--- src/rtl/sysctl_pkg.sv ---
package sysctl_pkg;
  typedef enum logic [3:0] {
    SEL_NONE, SEL_BOR, SEL_LDO, SEL_RAW, SEL_MASK, SEL_MIS, SEL_RSTC,
    SEL_CLK, SEL_PLL, SEL_GATE, SEL_VCLR, SEL_LDOARST, SEL_USER0, SEL_USER1
  } sel_e;

  function automatic logic [31:0] pll_entry(input logic fam, input logic [3:0] idx);
    logic [31:0] mult, pre;
    if (!fam) begin
      mult = (32'(idx) + 32'd1) * 32'd3;
      pre  = 32'(idx[1:0]);
    end else begin
      mult = 32'(idx) * 32'd2 + 32'd8;
      pre  = 32'(idx[3:2]);
    end
    return (mult << 5) | pre;
  endfunction
endpackage

--- src/rtl/sysctl_decode.sv ---
module sysctl_decode
  import sysctl_pkg::*;
#(
  parameter int unsigned ADDR_W    = 12,
  parameter int unsigned GROUPS    = 3,
  parameter int unsigned PER_GROUP = 3
) (
  input  logic [ADDR_W-1:0] addr_i,
  output sel_e              sel_o,
  output logic [1:0]        grp_o,
  output logic [1:0]        idx_o
);
  localparam int unsigned WW = ADDR_W - 2;
  logic [WW-1:0] word;

  assign word  = addr_i[ADDR_W-1:2];
  assign grp_o = word[3:2];
  assign idx_o = word[1:0];

  always_comb begin
    sel_o = SEL_NONE;
    case (word)
      WW'(10'h00c): sel_o = SEL_BOR;
      WW'(10'h00d): sel_o = SEL_LDO;
      WW'(10'h014): sel_o = SEL_RAW;
      WW'(10'h015): sel_o = SEL_MASK;
      WW'(10'h016): sel_o = SEL_MIS;
      WW'(10'h017): sel_o = SEL_RSTC;
      WW'(10'h018): sel_o = SEL_CLK;
      WW'(10'h019): sel_o = SEL_PLL;
      WW'(10'h054): sel_o = SEL_VCLR;
      WW'(10'h058): sel_o = SEL_LDOARST;
      WW'(10'h078): sel_o = SEL_USER0;
      WW'(10'h079): sel_o = SEL_USER1;
      default: begin
        if (word[WW-1:4] == (WW-4)'(6'h04) &&
            32'(word[3:2]) < GROUPS && 32'(word[1:0]) < PER_GROUP)
          sel_o = SEL_GATE;
      end
    endcase
  end
endmodule

--- src/rtl/sysctl_irq.sv ---
module sysctl_irq #(
  parameter int unsigned W = 7
) (
  input  logic         clk_i,
  input  logic         rst_ni,
  input  logic         mask_we_i,
  input  logic         clr_we_i,
  input  logic [W-1:0] wdata_i,
  input  logic [W-1:0] set_i,
  output logic [W-1:0] raw_o,
  output logic [W-1:0] mask_o,
  output logic         irq_o
);
  logic [W-1:0] raw_q, raw_d, mask_q, mask_d;
  logic         irq_q;

  always_comb begin
    raw_d  = (raw_q & ~(clr_we_i ? wdata_i : '0)) | set_i;
    mask_d = mask_we_i ? wdata_i : mask_q;
  end

  // irq follows next state so it lands one cycle after the write
  always_ff @(posedge clk_i or negedge rst_ni) begin
    if (!rst_ni) begin
      raw_q  <= '0;
      mask_q <= '0;
      irq_q  <= 1'b0;
    end else begin
      raw_q  <= raw_d;
      mask_q <= mask_d;
      irq_q  <= |(raw_d & mask_d);
    end
  end

  assign raw_o  = raw_q;
  assign mask_o = mask_q;
  assign irq_o  = irq_q;
endmodule

--- src/rtl/sysctl_clkcfg.sv ---
module sysctl_clkcfg
  import sysctl_pkg::*;
#(
  parameter int unsigned   DW      = 32,
  parameter int unsigned   SCALE_W = 7,
  parameter logic [DW-1:0] RST_VAL = 32'h078e3ac0
) (
  input  logic               clk_i,
  input  logic               rst_ni,
  input  logic               we_i,
  input  logic [DW-1:0]      wdata_i,
  input  logic               family_i,
  output logic [DW-1:0]      cfg_o,
  output logic [DW-1:0]      pll_o,
  output logic [SCALE_W-1:0] scale_o,
  output logic               pll_evt_o
);
  localparam int unsigned PWRDN_BIT = 13;
  localparam int unsigned XTAL_LO   = 6;
  localparam int unsigned DIV_LO    = 23;

  logic [DW-1:0] cfg_q;

  always_ff @(posedge clk_i or negedge rst_ni) begin
    if (!rst_ni)   cfg_q <= RST_VAL;
    else if (we_i) cfg_q <= wdata_i;
  end

  assign pll_evt_o = we_i & cfg_q[PWRDN_BIT] & ~wdata_i[PWRDN_BIT];
  assign scale_o   = SCALE_W'(5 * (32'(cfg_q[DIV_LO+3:DIV_LO]) + 1));
  assign pll_o     = DW'(pll_entry(family_i, cfg_q[XTAL_LO+3:XTAL_LO]));
  assign cfg_o     = cfg_q;
endmodule

--- src/rtl/sysctl_gate_bank.sv ---
module sysctl_gate_bank #(
  parameter int unsigned GROUPS    = 3,
  parameter int unsigned PER_GROUP = 3,
  parameter int unsigned DW        = 32
) (
  input  logic          clk_i,
  input  logic          rst_ni,
  input  logic          we_i,
  input  logic [1:0]    grp_i,
  input  logic [1:0]    idx_i,
  input  logic [DW-1:0] wdata_i,
  output logic [DW-1:0] rdata_o
);
  logic [DW-1:0] gate_q [GROUPS][PER_GROUP];

  for (genvar g = 0; g < GROUPS; g++) begin : g_grp
    for (genvar i = 0; i < PER_GROUP; i++) begin : g_reg
      localparam logic [DW-1:0] RST = (i == 0) ? DW'(1) : '0;
      always_ff @(posedge clk_i or negedge rst_ni) begin
        if (!rst_ni) gate_q[g][i] <= RST;
        else if (we_i && 32'(grp_i) == g && 32'(idx_i) == i) gate_q[g][i] <= wdata_i;
      end
    end
  end

  always_comb begin
    rdata_o = '0;
    for (int g = 0; g < GROUPS; g++)
      for (int i = 0; i < PER_GROUP; i++)
        if (32'(grp_i) == g && 32'(idx_i) == i) rdata_o = gate_q[g][i];
  end
endmodule

--- src/rtl/sysctl_regs.sv ---
module sysctl_regs
  import sysctl_pkg::*;
#(
  parameter int unsigned ADDR_W    = 12,
  parameter int unsigned DW        = 32,
  parameter int unsigned IRQ_W     = 7,
  parameter int unsigned GROUPS    = 3,
  parameter int unsigned PER_GROUP = 3,
  parameter int unsigned BOR_W     = 16,
  parameter int unsigned LDO_W     = 5,
  parameter int unsigned RSTC_W    = 6,
  parameter int unsigned USER_W    = 48,
  parameter int unsigned SCALE_W   = 7
) (
  input  logic               clk_i,
  input  logic               rst_ni,
  input  logic [ADDR_W-1:0]  addr_i,
  input  logic               wr_i,
  input  logic               rd_i,
  input  logic [DW-1:0]      wdata_i,
  input  logic               family_i,
  input  logic [USER_W-1:0]  user_data_i,
  output logic [DW-1:0]      rdata_o,
  output logic               err_o,
  output logic               irq_o,
  output logic [SCALE_W-1:0] clk_scale_o
);
  localparam int unsigned    HALF_W  = USER_W / 2;
  localparam int unsigned    PLL_BIT = 6;
  localparam logic [BOR_W-1:0] BOR_RST = BOR_W'(16'h7ffd);

  sel_e            sel;
  logic [1:0]      grp, idx;
  logic [IRQ_W-1:0] raw_w, mask_w, set_w;
  logic            pll_evt;
  logic [DW-1:0]   cfg_w, pll_w, gate_rd, rd_val;

  logic [BOR_W-1:0]  bor_q;
  logic [LDO_W-1:0]  ldo_q;
  logic [RSTC_W-1:0] rstc_q;
  logic [DW-1:0]     vclr_q, ldoarst_q, rdata_q;
  logic [HALF_W-1:0] user0_q, user1_q;
  logic              load_pend_q, err_q;

  sysctl_decode #(.ADDR_W(ADDR_W), .GROUPS(GROUPS), .PER_GROUP(PER_GROUP)) u_dec (
    .addr_i(addr_i), .sel_o(sel), .grp_o(grp), .idx_o(idx)
  );

  assign set_w = IRQ_W'(pll_evt) << PLL_BIT;

  sysctl_irq #(.W(IRQ_W)) u_irq (
    .clk_i(clk_i), .rst_ni(rst_ni),
    .mask_we_i(wr_i && sel == SEL_MASK), .clr_we_i(wr_i && sel == SEL_MIS),
    .wdata_i(wdata_i[IRQ_W-1:0]), .set_i(set_w),
    .raw_o(raw_w), .mask_o(mask_w), .irq_o(irq_o)
  );

  sysctl_clkcfg #(.DW(DW), .SCALE_W(SCALE_W)) u_clk (
    .clk_i(clk_i), .rst_ni(rst_ni), .we_i(wr_i && sel == SEL_CLK),
    .wdata_i(wdata_i), .family_i(family_i),
    .cfg_o(cfg_w), .pll_o(pll_w), .scale_o(clk_scale_o), .pll_evt_o(pll_evt)
  );

  sysctl_gate_bank #(.GROUPS(GROUPS), .PER_GROUP(PER_GROUP), .DW(DW)) u_gate (
    .clk_i(clk_i), .rst_ni(rst_ni), .we_i(wr_i && sel == SEL_GATE),
    .grp_i(grp), .idx_i(idx), .wdata_i(wdata_i), .rdata_o(gate_rd)
  );

  always_ff @(posedge clk_i or negedge rst_ni) begin
    if (!rst_ni) begin
      bor_q     <= BOR_RST;
      ldo_q     <= '0;
      rstc_q    <= '0;
      vclr_q    <= '0;
      ldoarst_q <= '0;
    end else if (wr_i) begin
      case (sel)
        SEL_BOR:     bor_q     <= wdata_i[BOR_W-1:0];
        SEL_LDO:     ldo_q     <= wdata_i[LDO_W-1:0];
        SEL_RSTC:    rstc_q    <= wdata_i[RSTC_W-1:0];
        SEL_VCLR:    vclr_q    <= wdata_i;
        SEL_LDOARST: ldoarst_q <= wdata_i;
        default: ;
      endcase
    end
  end

  // user words are sampled once, on the first edge after reset
  always_ff @(posedge clk_i or negedge rst_ni) begin
    if (!rst_ni) begin
      load_pend_q <= 1'b1;
      user0_q     <= '0;
      user1_q     <= '0;
    end else if (load_pend_q) begin
      load_pend_q <= 1'b0;
      user0_q     <= user_data_i[HALF_W-1:0];
      user1_q     <= user_data_i[USER_W-1:HALF_W];
    end
  end

  always_comb begin
    case (sel)
      SEL_BOR:     rd_val = DW'(bor_q);
      SEL_LDO:     rd_val = DW'(ldo_q);
      SEL_RAW:     rd_val = DW'(raw_w);
      SEL_MASK:    rd_val = DW'(mask_w);
      SEL_MIS:     rd_val = DW'(raw_w & mask_w);
      SEL_RSTC:    rd_val = DW'(rstc_q);
      SEL_CLK:     rd_val = cfg_w;
      SEL_PLL:     rd_val = pll_w;
      SEL_GATE:    rd_val = gate_rd;
      SEL_VCLR:    rd_val = vclr_q;
      SEL_LDOARST: rd_val = ldoarst_q;
      SEL_USER0:   rd_val = DW'(user0_q);
      SEL_USER1:   rd_val = DW'(user1_q);
      default:     rd_val = '0;
    endcase
  end

  always_ff @(posedge clk_i or negedge rst_ni) begin
    if (!rst_ni) begin
      rdata_q <= '0;
      err_q   <= 1'b0;
    end else begin
      if (rd_i) rdata_q <= rd_val;
      err_q <= (rd_i | wr_i) && sel == SEL_NONE;
    end
  end

  assign rdata_o = rdata_q;
  assign err_o   = err_q;
endmodule

--- config.mk ---
export PLATFORM = sky130hd
export DESIGN_NAME = sysctl_regs
export DESIGN_NICKNAME = d
export VERILOG_FILES = /design/src/rtl/sysctl_pkg.sv /design/src/rtl/sysctl_decode.sv /design/src/rtl/sysctl_irq.sv /design/src/rtl/sysctl_clkcfg.sv /design/src/rtl/sysctl_gate_bank.sv /design/src/rtl/sysctl_regs.sv
export SDC_FILE = /design/constraint.sdc
export NUM_CORES = 1
export LEC_CHECK = 0
export ABC_AREA = 1
export CORE_MARGIN = 4
export CORE_UTILIZATION = 64
export DETAILED_ROUTE_END_ITERATION = 7
export PLACE_DENSITY_LB_ADDON = 0.08
export SYNTH_ARGS = -nofsm -noshare
export SYNTH_HDL_FRONTEND = slang
export SYNTH_SLANG_ARGS = --single-unit
--- constraint.sdc ---
create_clock -name clk_i -period 4.17 [get_ports clk_i]
set_input_delay 0.6255 -clock clk_i [delete_from_list [all_inputs] [get_ports clk_i]]
set_output_delay 0.6255 -clock clk_i [all_outputs]
set_load 0.02 [all_outputs]
Word level (Yosys, flattened, before mapping)
Index checks and enable logic that the tools add are counted.

Bits of input ports: 97. Word-level logic and storage cells: 123. Output and inout port bits: 41. Bits in registers: 508.

Multiply operators: 2. Muxes and demuxes: 16. Order comparisons: 2. Equality and inequality tests: 30. Bitwise operators: 10. Add/subtract/negate cells: 3. Reductions and logical operators: 37.

Operator list (count): 32-bit case mux with 13 select lines (1); 32-bit 2-to-1 mux (9); 10-bit by 5-bit == test with 1-bit output (second input constant) (6); 4-bit case mux with 12 select lines (1); 10-bit by 7-bit == test with 1-bit output (second input constant) (4); 3-bit by 32-bit multiplier with 7-bit output (first input constant) (1); 32-bit by 2-bit multiplier with 27-bit output (second input constant) (1); 32-bit by 2-bit OR with 32-bit output (1); 1-bit logical AND (28); 27-bit 2-to-1 mux (1); 4-bit == test (second input constant) (6); 7-bit AND (3); 10-bit by 4-bit == test with 1-bit output (second input constant) (2); 4-bit by 3-bit == test with 1-bit output (second input constant) (4); 7-bit 2-to-1 mux (2); 4-bit by 1-bit adder with 5-bit output (second input constant) (2); 2-bit AND reduction (5); 4-bit by 2-bit == test with 1-bit output (second input constant) (2); 7-bit NOT (1); 7-bit OR (1); 7-bit OR reduction (1); 5-bit by 4-bit adder with 6-bit output (second input constant) (1); 6-bit by 3-bit == test with 1-bit output (second input constant) (1); 2-bit by 1-bit == test with 1-bit output (second input constant) (2); other kinds (10) (14).

Depth between registers and ports, before layout
Depth after elaboration: 13. Depth in mapped cells: 17.

By module
From an unflattened synthesis, not the netlist that was laid out.

Cells, all modules: 3070. Area, all modules: 24144.4 um^2.

By module, submodules not included: sysctl_gate_bank (sequential area each 7210.7 um^2, cells an instance 1550, instances 1, area each 12762.2 um^2); sysctl_regs (sequential area each 4347.9 um^2, cells an instance 1130, instances 1, area each 8483.1 um^2); sysctl_clkcfg (sequential area each 817.0 um^2, cells an instance 241, instances 1, area each 1921.8 um^2); sysctl_irq (sequential area each 375.4 um^2, cells an instance 80, instances 1, area each 649.4 um^2); sysctl_decode (sequential area each 0.0 um^2, cells an instance 69, instances 1, area each 327.8 um^2).

Worst setup path before layout
No wires, ideal clock.

Kind: reg2out. Start point: register u_clk.cfg_q[24], in the netlist u_clk.cfg_o[24]. End point: output clk_scale_o[5]. Stages on the path, launching flop included: 8. Data required time: 3.544 ns. Path buffers: 0. Data arrival time: 2.135 ns. Slack: 1.409 ns. Cells stage by stage: dfstp_2 ha_1 ha_1 ha_1 fa_1 xnor2_1 xor2_1 inv_1.

Cells in the longest elaborated chain, start to end: 2.

Ends and longest elaborated chain: start: declaration (line sysctl_clkcfg.sv:22) `logic [DW-1:0] cfg_q;`; start signal: assignment (line sysctl_clkcfg.sv:26) `else if (we_i) cfg_q <= wdata_i;`; 4-bit by 1-bit adder with 5-bit output (line sysctl_clkcfg.sv:30) `assign scale_o = SCALE_W'(5 * (32'(cfg_q[DIV_LO+3:DIV_LO]) + 1));`; 3-bit by 32-bit multiplier with 7-bit output (line sysctl_clkcfg.sv:30); end: declaration (line sysctl_regs.sv:26) `output logic [SCALE_W-1:0] clk_scale_o`.

No other way between the ends.

Worst setup path in the final report
Ends and elaborated chain as after synthesis.

==> run summary <==
Clock tree synthesis selected as its root buffer the cell clkbuf_16. The congestion estimate from routability-driven global placement came to 0.892. The register bit total from synthesis is 508.

The maximum fanout encountered on the critical timing path came out at 4. The worst setup path is launched from a flop. The synthesized design spends more area on one cell type than any other, namely dfrtp_1.

Summed over all failing endpoints, the final setup total negative slack is 0 ns. The number of nets in the final layout came out at 2865. The global-route wire length before repair came out at 100000 um. The register area share after synthesis is 56.5%. In the final layout, the share of cells above drive strength 1 is 7.69%. The worst setup path is of the flop to primary output kind. Yosys attributes the largest share of cell area to dfrtp_1, nand2_1, o21ai_0, dfstp_2, clkbuf_1. The total via count in the routed design came out at 19400.

The cell row count is 68. By count the netlist is led by nand2_1, o21ai_0, dfrtp_1. The worst-case vdd ir drop is 365 uV.

Of the available clock period, the critical path in the final layout requires 96.2%. The die extent in x is 196 um. Derived from the worst setup path, the maximum achievable clock frequency is 249 MHz. The number of CTS-inserted buffers came out at 52.

The portion of netlist area occupied by mux cells is 0.399%. The die extent in y came out at 196 um. The I/O pin count is 138. The final setup violation count came out at 0. The hold violation total from the final report is 0. The average instance area after synthesis came out at 8.35 sq um.

Max-cap violations in this run came to 0. TritonCTS built the clock tree. The number of input and output port buffers inserted is 135.

The tightest min-delay check is of the input port to asynchronous set/reset pin type. The combined global-route utilization of all metal layers came out at 32.3%. Traced cell by cell, the critical path runs through ha_1 -> xor2_1 -> ha_1 -> fa_1 -> xnor2_1 -> xor2_1 -> inv_1 -> clkdlybuf4s50_1.

For this run, asynchronously set or reset flops after synthesis account for 100%. Yosys instantiated no cell more often than nand2_1. The number of design-rule violations left by the first detailed-router iteration is 2126. The number of global-route vias before repair came out at 18400. The source of the worst register-to-register timing path is u_clk.cfg_o[7]. The data arrival time at the worst-slack endpoint is 3.39 ns.

The required time at the worst-slack endpoint is 3.54 ns. The post-DP HPWL came out at 39600 um. The max-slew violation total from the final report was 0.

The post-synthesis net count is 2812. The average wire length per cell after detail routing is 19.0 um. The first detailed-routing pass ran for 7 iterations. The shortest period the worst path allows is 4.01 ns.

The adder-cell share of the synthesized area is 0.843%. The die outline area came out at 38300 sq um. The largest family of logic cells by synthesized area is simple AND/OR/NAND/NOR gates.

The number of antenna violations at the first check in global routing was 0. The most used flip-flop cell after synthesis is dfrtp_1. The total power per unit cell area came out at 396 nW/um^2. The area of the mapped netlist is 22600 sq um. The residual antenna-violating net count after detailed routing is 0. Once layout is complete, the utilization of the core stands at 74.9%. The area added between synthesis and finish is 15.0%.

The gate count of the mapped netlist came out at 2701. 0 antenna diodes ended up in the layout. The total area inside the core boundary comes to 34600 sq um. Excluding fillers, the count of instances in the completed layout stands at 3252. The synthesized design devotes to its leading area cell type 52.9% of total area.

The worst-case setup margin in the final layout came out at 0.158 ns. After Yosys synthesis, and, or, nand and nor cells account for 21.5% of the synthesized area. The total length of routed wires is 61700 um. For this run, the number of Yosys warnings is 0. The number of clock sinks is 508.

The buffer count from post-CTS setup fixing came out at 0. The post-synthesis cell type count came out at 45. The flow ran to the end, and the final reports show no timing, DRC or antenna violations. The worst setup slack before clock tree synthesis came out at 0.746 ns. The finished cells cover 25900 sq um. On the worst path, the slowest cell contributes a delay of 0.59 ns. The number of buffers on the longest clock path is 3. The complex-gate fraction of the synthesized area is 15.1%.

After detailed placement, the total cell area comes to 24200 sq um. The clock latency at the later pin of the worst-skew pair is 0.61 ns. The number of buffers inserted by hold repair at cts is 0. For the final database, setup skew stands at 0.0250 ns. The normalized max-slew margin came out at 22.0%. The number of levels in the clock H-tree came out at 2. The total DRC errors in the routed layout came out at 0. The largest net degree at the start of global routing came out at 130.

Setup repair after global routing left no endpoint under its margin. After clock tree synthesis, the repair step resized 0 gates. The register-to-register setup slack is 1.43 ns. The reported leakage power came out at 0.0125 uW. The aggregate global routing overflow is 0. Tracing the worst setup path back leads to its startpoint at u_clk.cfg_o[24]. The standard cell with the maximum stage delay on the critical path is clkdlybuf4s50_1. The worst-margin pin slew came out at 1.17 ns. The xor/xnor share of the synthesized area is 0.272%. In this run, placement finished with an instance count of 3155. The ratio of routed vias to standard cells is 5.96.

The clock-pin slew reported for the worst setup and hold paths after clock tree synthesis came out at 0.06 ns. The number of enable flip-flop cells after synthesis came out at 0. STA classifies the critical path endpoint as a primary output. The starting density of the core came out at 65.2%.
## per-layer routing
layer / GRT usage, % / routed length, um
met5: 0 / 0
met4: 8.20 / 1240
met3: 7.57 / 5690
met2: 48.5 / 27700
met1: 48.5 / 27000
## cell usage in the layout (no fill, tap or decap), types with 18 or more instances in the layout
| cell type | netlist | final |
|---|---|---|
| clkbuf_1 | 148 | 19 |
| a21oi_1 | 55 | 55 |
| o21ai_0 | 504 | 504 |
| buf_4 | 1 | 35 |
| inv_1 | 121 | 120 |
| nand4_1 | 27 | 27 |
| o21ai_1 | 19 | 19 |
| dfrtp_1 | 477 | 477 |
| nor2_1 | 88 | 86 |
| clkbuf_16 | 0 | 52 |
| nand2_1 | 939 | 928 |
| clkdlybuf4s50_1 | 0 | 134 |
| nand3_1 | 90 | 90 |
| nand2_2 | 7 | 18 |
| dfstp_2 | 31 | 31 |
| o22ai_1 | 29 | 29 |
## cells by family (layout without fill, tap and decap cells)
family,Yosys count,in the layout
multiplexers,8,8
flip-flops,508,508
adder cells (fa/ha/maj),14,14
other,1,1
XOR/XNOR,7,7
AND/OR/NAND/NOR,1201,1201
buffers and inverters,313,409
AO/OA/AOI/OAI,649,649
## worst paths after layout
path | cells after the start | to
max | 8 | clk_scale_o[5]
min | 1 | user1_q[2]
max reg2reg | 15 | rdata_o[10]
min reg2reg | 2 | u_gate.gate_q[197]
max in group asynchronous | 2 | u_gate.gate_q[178]
min in group clk_i | 2 | u_gate.gate_q[197]
## worst max-delay path, delay by kind of cell, from the launching register on
| kind | cells | cell delay (ns) |
|---|---|---|
| XOR/XNOR | 3 | 0.58 |
| adder cells (fa/ha/maj) | 3 | 0.97 |
| buffers and inverters | 2 | 0.66 |
| flip-flops | 1 | 0.58 |
## power by group
part | total, uW | switching, uW | internal, uW
clock network | 4600 | 1920 | 2690
registers | 5080 | 50.0 | 5030
logic | 586 | 391 | 195
## through the flow
step	total power, uW	hold slack (ns)
detailed placement	5740	0.466
floorplan	5400	0.330
CTS	10300	0.185
finish	10300	0.141
global route	10600	0.234
global placement	5720	0.459
## registers in the layout (all words and copies together), names as in the netlist
| signal | cells |
|---|---|
| u_clk.cfg_o | 32 |
| ldo_q | 5 |
| load_pend_q | 1 |
| u_irq.mask_o | 7 |
| u_irq.irq_o | 1 |
| err_o | 1 |
| rstc_q | 6 |
| user1_q | 24 |
| bor_q | 16 |
| rdata_o | 32 |
| u_irq.raw_o | 7 |
| u_gate.gate_q | 288 |
| vclr_q | 32 |
| ldoarst_q | 32 |
| user0_q | 24 |
## cell type report
cell class	count	area, sq um
Inverter	135	507
Clock buffer	85	1570
Multi-Input combinational cell	1880	8640
Timing Repair Buffer	177	1760
Sequential cell	508	12800
Fill cell	2554	8690
Tap cell	455	569
Clock inverter	12	144
Power figures use the tool's default switching activity.
